**config.mk**
```make
export PLATFORM = sky130hd
export DESIGN_NAME = bmt_tx
export DESIGN_NICKNAME = d
export VERILOG_FILES = /design/src/rtl/bmt_pkg.sv /design/src/rtl/bmt_sequencer.sv /design/src/rtl/bmt_payload.sv /design/src/rtl/bmt_line_coder.sv /design/src/rtl/bmt_tx.sv
export SDC_FILE = /design/constraint.sdc
export NUM_CORES = 1
export LEC_CHECK = 0
export BUFFER_PORTS_ARGS = -buffer_cell sky130_fd_sc_hd__buf_2
export CAP_MARGIN = 20
export CELL_PAD_IN_SITES_DETAIL_PLACEMENT = 1
export CELL_PAD_IN_SITES_GLOBAL_PLACEMENT = 1
export CORE_MARGIN = 10
export CORE_UTILIZATION = 43
export DETAILED_ROUTE_END_ITERATION = 10
export PLACE_DENSITY_LB_ADDON = 0.1
export SYNTH_ARGS = -nofsm -noshare
export SYNTH_HDL_FRONTEND = slang
export SYNTH_SLANG_ARGS = --single-unit
```
**constraint.sdc**
```tcl
create_clock -name clk -period 2.7 [get_ports clk]
set_input_delay 0.27 -clock clk [delete_from_list [all_inputs] [get_ports clk]]
set_output_delay 0.27 -clock clk [all_outputs]
set_load 0.005 [all_outputs]
```
**src/rtl/bmt_pkg.sv**
```systemverilog
package bmt_pkg;
  localparam int SUB_SLOTS  = 32;
  localparam int SLOT_W     = $clog2(SUB_SLOTS);
  localparam int HALF_W     = SLOT_W + 2;          // half, slot, subframe
  localparam int PRE_SLOTS  = 4;
  localparam int V_SLOT     = 28;
  localparam int C_SLOT     = 30;
  localparam int P_SLOT     = 31;

  localparam logic [7:0] PAT_BLOCK = 8'b11101000;
  localparam logic [7:0] PAT_LEFT  = 8'b11100010;
  localparam logic [7:0] PAT_RIGHT = 8'b11100100;

  typedef struct packed {
    logic [3:0] ctl;
    logic [1:0] cat;
    logic       lbit;
    logic [1:0] fs;
    logic [1:0] cp;
  } cs_cfg_t;

  // Channel-status bit for frame position idx; right selects the subframe.
  function automatic logic cs_bit(input logic [7:0] idx, input logic right,
                                  input cs_cfg_t c);
    logic [6:0] cat_v;   // cat_v[k] is status bit 8+k
    logic       r;
    unique case (c.cat)
      2'b00:   cat_v = 7'b0000001;
      2'b01:   cat_v = 7'b0011001;
      2'b10:   cat_v = 7'b0010001;
      default: cat_v = 7'b0011010;
    endcase
    r = 1'b0;
    if (idx < 8'd4)                        r = c.ctl[idx[1:0]];
    else if (idx >= 8'd8 && idx <= 8'd14)  r = cat_v[3'(idx - 8'd8)];
    else begin
      case (idx)
        8'd15: r = c.lbit;
        8'd20: r = ~right;
        8'd21: r = right;
        8'd24: r = c.fs[0];
        8'd25: r = c.fs[1];
        8'd28: r = c.cp[0];
        8'd29: r = c.cp[1];
        default: r = 1'b0;
      endcase
    end
    return r;
  endfunction
endpackage

```
**src/rtl/bmt_sequencer.sv**
```systemverilog
module bmt_sequencer
  import bmt_pkg::*;
#(
  parameter int BLOCK_FRAMES = 192,
  localparam int FW = $clog2(BLOCK_FRAMES)
)(
  input  logic              clk,
  input  logic              rst,
  input  logic              run,
  input  logic              ce,
  output logic [HALF_W-1:0] half_idx,
  output logic [FW-1:0]     frame_idx
);
  localparam logic [FW-1:0] LAST_FRAME = FW'(BLOCK_FRAMES - 1);

  always_ff @(posedge clk) begin
    if (rst || !run) begin
      half_idx  <= '0;
      frame_idx <= '0;
    end else if (ce) begin
      half_idx <= half_idx + 1'b1;
      if (half_idx == '1)
        frame_idx <= (frame_idx == LAST_FRAME) ? '0 : frame_idx + 1'b1;
    end
  end

  AST_FRAME_WRAP: assert property (@(posedge clk) disable iff (rst)
    (run && ce && half_idx == '1 && frame_idx == LAST_FRAME) |=> frame_idx == '0);
  AST_FRAME_RANGE: assert property (@(posedge clk) disable iff (rst)
    frame_idx <= LAST_FRAME);
endmodule

```
**src/rtl/bmt_payload.sv**
```systemverilog
module bmt_payload
  import bmt_pkg::*;
#(
  parameter int SAMPLE_W = 16,
  parameter int FW       = 8,
  localparam int AUD_LSB = V_SLOT - SAMPLE_W,
  localparam int IDX_W   = $clog2(SAMPLE_W)
)(
  input  logic              clk,
  input  logic              rst,
  input  logic              frame_start,
  input  logic              smp_stb,
  input  logic [SAMPLE_W-1:0] smp_left,
  input  logic [SAMPLE_W-1:0] smp_right,
  input  logic              mute,
  input  cs_cfg_t           cfg,
  input  logic              sub,
  input  logic [SLOT_W-1:0] slot,
  input  logic              hf,
  input  logic [FW-1:0]     frame_idx,
  output logic              pre_bit,
  output logic              data_bit
);
  logic [SAMPLE_W-1:0] pend_l, pend_r, work_l, work_r;
  logic                mute_q;

  always_ff @(posedge clk) begin
    if (rst) begin
      pend_l <= '0;
      pend_r <= '0;
    end else if (smp_stb) begin
      pend_l <= smp_left;
      pend_r <= smp_right;
    end
  end

  always_ff @(posedge clk) begin
    if (rst) begin
      work_l <= '0;
      work_r <= '0;
      mute_q <= 1'b0;
    end else if (frame_start) begin
      work_l <= pend_l;
      work_r <= pend_r;
      mute_q <= mute;
    end
  end

  logic [7:0]          pat;
  logic [2:0]          pos;
  logic [SAMPLE_W-1:0] cur;
  logic [SLOT_W-1:0]   off;

  always_comb begin
    if (sub)                   pat = PAT_RIGHT;
    else if (frame_idx == '0)  pat = PAT_BLOCK;
    else                       pat = PAT_LEFT;
    pos     = {slot[1:0], hf};
    pre_bit = pat[3'd7 - pos];
  end

  always_comb begin
    cur      = sub ? work_r : work_l;
    off      = slot - SLOT_W'(AUD_LSB);
    data_bit = 1'b0;
    if (slot >= SLOT_W'(AUD_LSB) && slot < SLOT_W'(V_SLOT))
      data_bit = cur[off[IDX_W-1:0]];
    else if (slot == SLOT_W'(V_SLOT))
      data_bit = mute_q;
    else if (slot == SLOT_W'(C_SLOT))
      data_bit = cs_bit(8'(frame_idx), sub, cfg);
  end

  AST_STB_CAPTURE: assert property (@(posedge clk) disable iff (rst)
    (smp_stb && !frame_start) ##1 frame_start |=> (work_l == $past(smp_left, 2)));
endmodule

```
**src/rtl/bmt_line_coder.sv**
```systemverilog
module bmt_line_coder
  import bmt_pkg::*;
(
  input  logic clk,
  input  logic rst,
  input  logic run,
  input  logic ce,
  input  logic is_pre,
  input  logic is_first,
  input  logic is_par,
  input  logic hf,
  input  logic pre_bit,
  input  logic data_bit,
  output logic line
);
  logic acc;
  logic bit_now;

  assign bit_now = is_par ? acc : data_bit;

  always_ff @(posedge clk) begin
    if (rst || !run) begin
      line <= 1'b0;
      acc  <= 1'b0;
    end else if (ce) begin
      if (is_pre) begin
        line <= pre_bit;
      end else if (!hf) begin
        line <= ~line;
      end else begin
        line <= line ^ bit_now;
        acc  <= is_first ? bit_now : (acc ^ bit_now);
      end
    end
  end

  AST_HOLD_NO_CE: assert property (@(posedge clk) disable iff (rst)
    (run && !ce) |=> $stable(line));
  AST_SUB_END_LOW: assert property (@(posedge clk) disable iff (rst)
    (run && ce && is_par && hf) |=> !line);
endmodule

```
**src/rtl/bmt_tx.sv**
```systemverilog
module bmt_tx
  import bmt_pkg::*;
#(
  parameter int SAMPLE_W     = 16,
  parameter int BLOCK_FRAMES = 192,
  localparam int FW = $clog2(BLOCK_FRAMES)
)(
  input  logic                clk,
  input  logic                rst,
  input  logic                half_ce,
  input  logic                tx_en,
  input  logic                thru_mode,
  input  logic                smp_stb,
  input  logic [SAMPLE_W-1:0] smp_left,
  input  logic [SAMPLE_W-1:0] smp_right,
  input  logic                mute,
  input  logic [3:0]          cs_flags,
  input  logic [1:0]          cat_sel,
  input  logic                lbit,
  input  logic [1:0]          fs_flags,
  input  logic [1:0]          cp_flags,
  output logic                line_out
);
  logic              run;
  logic [HALF_W-1:0] half_idx;
  logic [FW-1:0]     frame_idx;
  logic              sub, hf, frame_start;
  logic [SLOT_W-1:0] slot;
  logic              pre_bit, data_bit;
  cs_cfg_t           cfg;

  assign run         = tx_en && !thru_mode;
  assign sub         = half_idx[HALF_W-1];
  assign slot        = half_idx[HALF_W-2:1];
  assign hf          = half_idx[0];
  assign frame_start = run && half_ce && (half_idx == '0);
  assign cfg         = '{ctl: cs_flags, cat: cat_sel, lbit: lbit,
                         fs: fs_flags, cp: cp_flags};

  bmt_sequencer #(.BLOCK_FRAMES(BLOCK_FRAMES)) u_seq (
    .clk(clk), .rst(rst), .run(run), .ce(half_ce),
    .half_idx(half_idx), .frame_idx(frame_idx)
  );

  bmt_payload #(.SAMPLE_W(SAMPLE_W), .FW(FW)) u_pay (
    .clk(clk), .rst(rst), .frame_start(frame_start), .smp_stb(smp_stb),
    .smp_left(smp_left), .smp_right(smp_right), .mute(mute), .cfg(cfg),
    .sub(sub), .slot(slot), .hf(hf), .frame_idx(frame_idx),
    .pre_bit(pre_bit), .data_bit(data_bit)
  );

  bmt_line_coder u_code (
    .clk(clk), .rst(rst), .run(run), .ce(half_ce),
    .is_pre(slot < SLOT_W'(PRE_SLOTS)),
    .is_first(slot == SLOT_W'(PRE_SLOTS)),
    .is_par(slot == SLOT_W'(P_SLOT)),
    .hf(hf), .pre_bit(pre_bit), .data_bit(data_bit), .line(line_out)
  );

  AST_OFF_LOW: assert property (@(posedge clk) disable iff (rst)
    !run |=> !line_out);
  AST_RESTART: assert property (@(posedge clk) disable iff (rst)
    (!run ##1 run && half_ce) |=> line_out);
endmodule

```
==> qor.csv <==
stage,metric,value,unit
status,status,"complete, no violations",
timing,finalSetupViolations,0,
clock_tree,cts_resized,0,
clock_tree,htreeDepth,3,
timing,max_freq,0.427,GHz
synth,synth-seq-area-share,42.5,%
synth,synthSimpleGateAreaFrac,21.4,%
layout,area_growth,12.2,%
clock_tree,clock_path_buffers,2,
power,power_density,518,nW/um^2
synth,synth_compound_area_share,11.0,%
global_route,gr-total-overflow,0,
critical_path,r2r_end,u_code.line,
clock_tree,numCtsBuffers,9,
critical_path,timing.critical_path.from,u_seq.half_idx[2],
timing,tightest_slew,932,ps
floorplan,start_util,44.3,%
synth,synthArstFlopShare,0,%
clock_tree,clock_latency,360,ps
global_route,grtUsageMet2,25.3,%
timing,hold_viol,0,
timing,slew_headroom,37.8,%
power,p_seq_share,56.4,%
layout,diodes,0,
synth,synth_top_area_share,42.5,%
power,power.switching,584,uW
synth,synth_ff_type,dfxtp_1,
critical_path,critPathCaptureType,flip-flop,
worst_hold_path,hp-class,input port to flip-flop,
clock_tree,postCtsSetupBuffers,0,
layout,regArea,1640,um^2
clock_tree,clock-sinks,82,
synth,synth_cell_types,55,
synth,ys_warn_count,0,
layout,n_fill_cell,1055,
layout,final_common_cell,nand2_1,
synth,syn-num-nets,511,
routing,ant_nets,0,
routing,drt_iter0_markers,117,
place,gp_congestion,0.849,
critical_path,startpoint_type,flip-flop,
layout,layout.nets,548,
place,portBuffers,50,
floorplan,die_h,115,um
flow_run,maxCapViolations,0,
synth,ys_ff_latch,82,
synth,synth_top_family_by_area,simple AND/OR/NAND/NOR gates,
layout,drive_above_1_share,17.2,%
routing,post_drt_wl_per_cell,15.9,um
critical_path,path_class,flip-flop to flip-flop,
global_route,met3_usage,3.91,%
clock_tree,cts_root_buffer,clkbuf_8,
power,power.leakage,0.00168,uW
power,clkPwrFrac,36.6,%
power,p_comb_share,7.0,%
critical_path,r2r_start,u_seq.half_idx[2],
synth,synth-xor-area-share,2.72,%
synth,synth_cells,453,
critical_path,endpoint,u_code.line,
global_route,grt_pass1_wl,16200,um
synth,synth_area_leaders,"dfxtp_1, mux2i_1, nand2_1",
clock_tree,clk_pin_slew,90,ps
power,p_int,1660,uW
timing,rsz0062_at_grt,false,
critical_path,r2r_setup_slack,360,ps
global_route,gr-usage-all-layers,14.8,%
clock_tree,cts_hold_buf,0,
critical_path,reg2regPathDepth,7,
global_route,grt_max_degree,66,
routing,vias_per_cell,5.29,
timing,min_period,2340,ps
global_route,top_usage_layer,met2,
floorplan,core_area,8720,um^2
critical_path,crit_path_max_fanout,18,
global_route,grt_pass1_vias,3361,
routing,wl,9590,um
power,power,2250,uW
synth,synth_top_cell_by_area,dfxtp_1,
global_route,antenna_found_initial,0,
timing,final_max_slew_viol_count,0,
timing,fin_ws,357,ps
layout,multiInputGateArea,2020,um^2
routing,drt_pre_antenna_iters,4,
global_route,met1_usage,18.1,%
critical_path,arrival,2610,ps
timing,setup_tns,0,ps
power,ir_drop,234,uV
floorplan,num_rows,34,
clock_tree,cts_tree,yes,
synth,synthMuxAreaShare,14.7,%
place,dp_hpwl,7120,um
floorplan,die_area,13200,um^2
routing,remaining_drc_errors,0,
layout,final_cell_mix,"nand2_1, dfxtp_1, nor2_1",
synth,syn_area_per_cell,8.53,um^2
floorplan,die_w,115,um
synth,synth-edff-count,0,
critical_path,crit_required,2960,ps
floorplan,io_pins,51,
power,switching_share,26.0,%
synth,synthAdderAreaFrac,2.59,%
place,preCtsSetupSlack,400,ps
routing,vias,3188,
timing,post-route-period-util,86.8,%
timing,whs,140,ps
timing,fin_skew,9.87,ps
synth,synthesis.area,3860,um^2
synthesized netlist by cell type (2+ instances only):
cell,count
or3_1,3
a211oi_1,2
buf_6,2
nand2_1,83
o21ai_0,7
nor4_1,2
ha_1,8
buf_4,3
a21oi_1,40
nand4_1,4
mux2_2,2
dfxtp_1,82
buf_2,10
nor2b_1,5
xor2_1,4
buf_1,6
a22oi_1,2
nor2_1,59
clkbuf_1,10
o31ai_1,2
inv_1,12
mux4_1,2
xnor2_1,8
a311oi_1,2
and3_1,3
nand3_1,14
mux2i_1,47
o311ai_1,2
power by group through the flow:
stage,sequential (uW),combinational [uW],clock [uW]
global route,1270,179,906
global placement,1290,155,0
CTS,1270,161,852
detailed placement,1300,161,0
finish,1270,158,821
floorplan,1290,102,0
critical path, cell delays in order (launching register included):
cell and delay (ps):
dfxtp_1 890, nand3_1 270, nor3b_2 260, o2111ai_1 180, o211ai_2 120, o21ai_2 100
or3_1 350, o311ai_1 80
through the flow:
step                      cells  area [um^2]  util, %
after detailed placement    587         4160     47.7
after global placement      587         4160     47.7
after CTS                   603         4340     49.7
final                       603         4340     49.7
after global routing        603         4340     49.7
after floorplan             453         3860        -
worst min-delay path by stage:
stage	start	to	slack (ps)	depth (start not counted)
floorplan	mute	u_pay.mute_q	410	2
global placement	u_pay.work_r[7]	u_pay.work_r[7]	440	2
detailed placement	u_pay.work_r[7]	u_pay.work_r[7]	450	2
CTS	smp_right[9]	u_pay.pend_r[9]	130	3
global route	smp_left[4]	u_pay.pend_l[4]	140	3
finish	smp_right[9]	u_pay.pend_r[9]	140	3
registers in the layout, summed over array words and instances, names as in the netlist:
register / flops
u_seq.frame_idx: 8
u_pay.pend_r: 16
u_pay.pend_l: 16
u_pay.work_l: 16
u_seq.half_idx: 7
u_code.acc: 1
u_pay.mute_q: 1
u_pay.work_r: 16
u_code.line: 1
cell families after synthesis:
| kind of cell | Yosys count |
|---|---|
| AND/OR/NAND/NOR | 186 |
| flip-flops | 82 |
| AO/OA/AOI/OAI | 70 |
| multiplexers | 52 |
| buffers and inverters | 43 |
| XOR/XNOR | 12 |
| adder cells (fa/ha/maj) | 8 |
layer usage:
metal	routed length, um	vias up
met2	4800	38
met5	0	-
met1	4410	1527
met3	300	8
met4	82	0
li1	-	1615
cell type report:
class / instances / area share (%)
Clock buffer: 10 / 2.94
Clock inverter: 6 / 1.13
Inverter: 12 / 1.04
Multi-Input combinational cell: 328 / 46.7
Sequential cell: 82 / 37.9
Tap cell: 108 / 3.12
Timing Repair Buffer: 57 / 7.27
(Power assumes the default switching activity.)
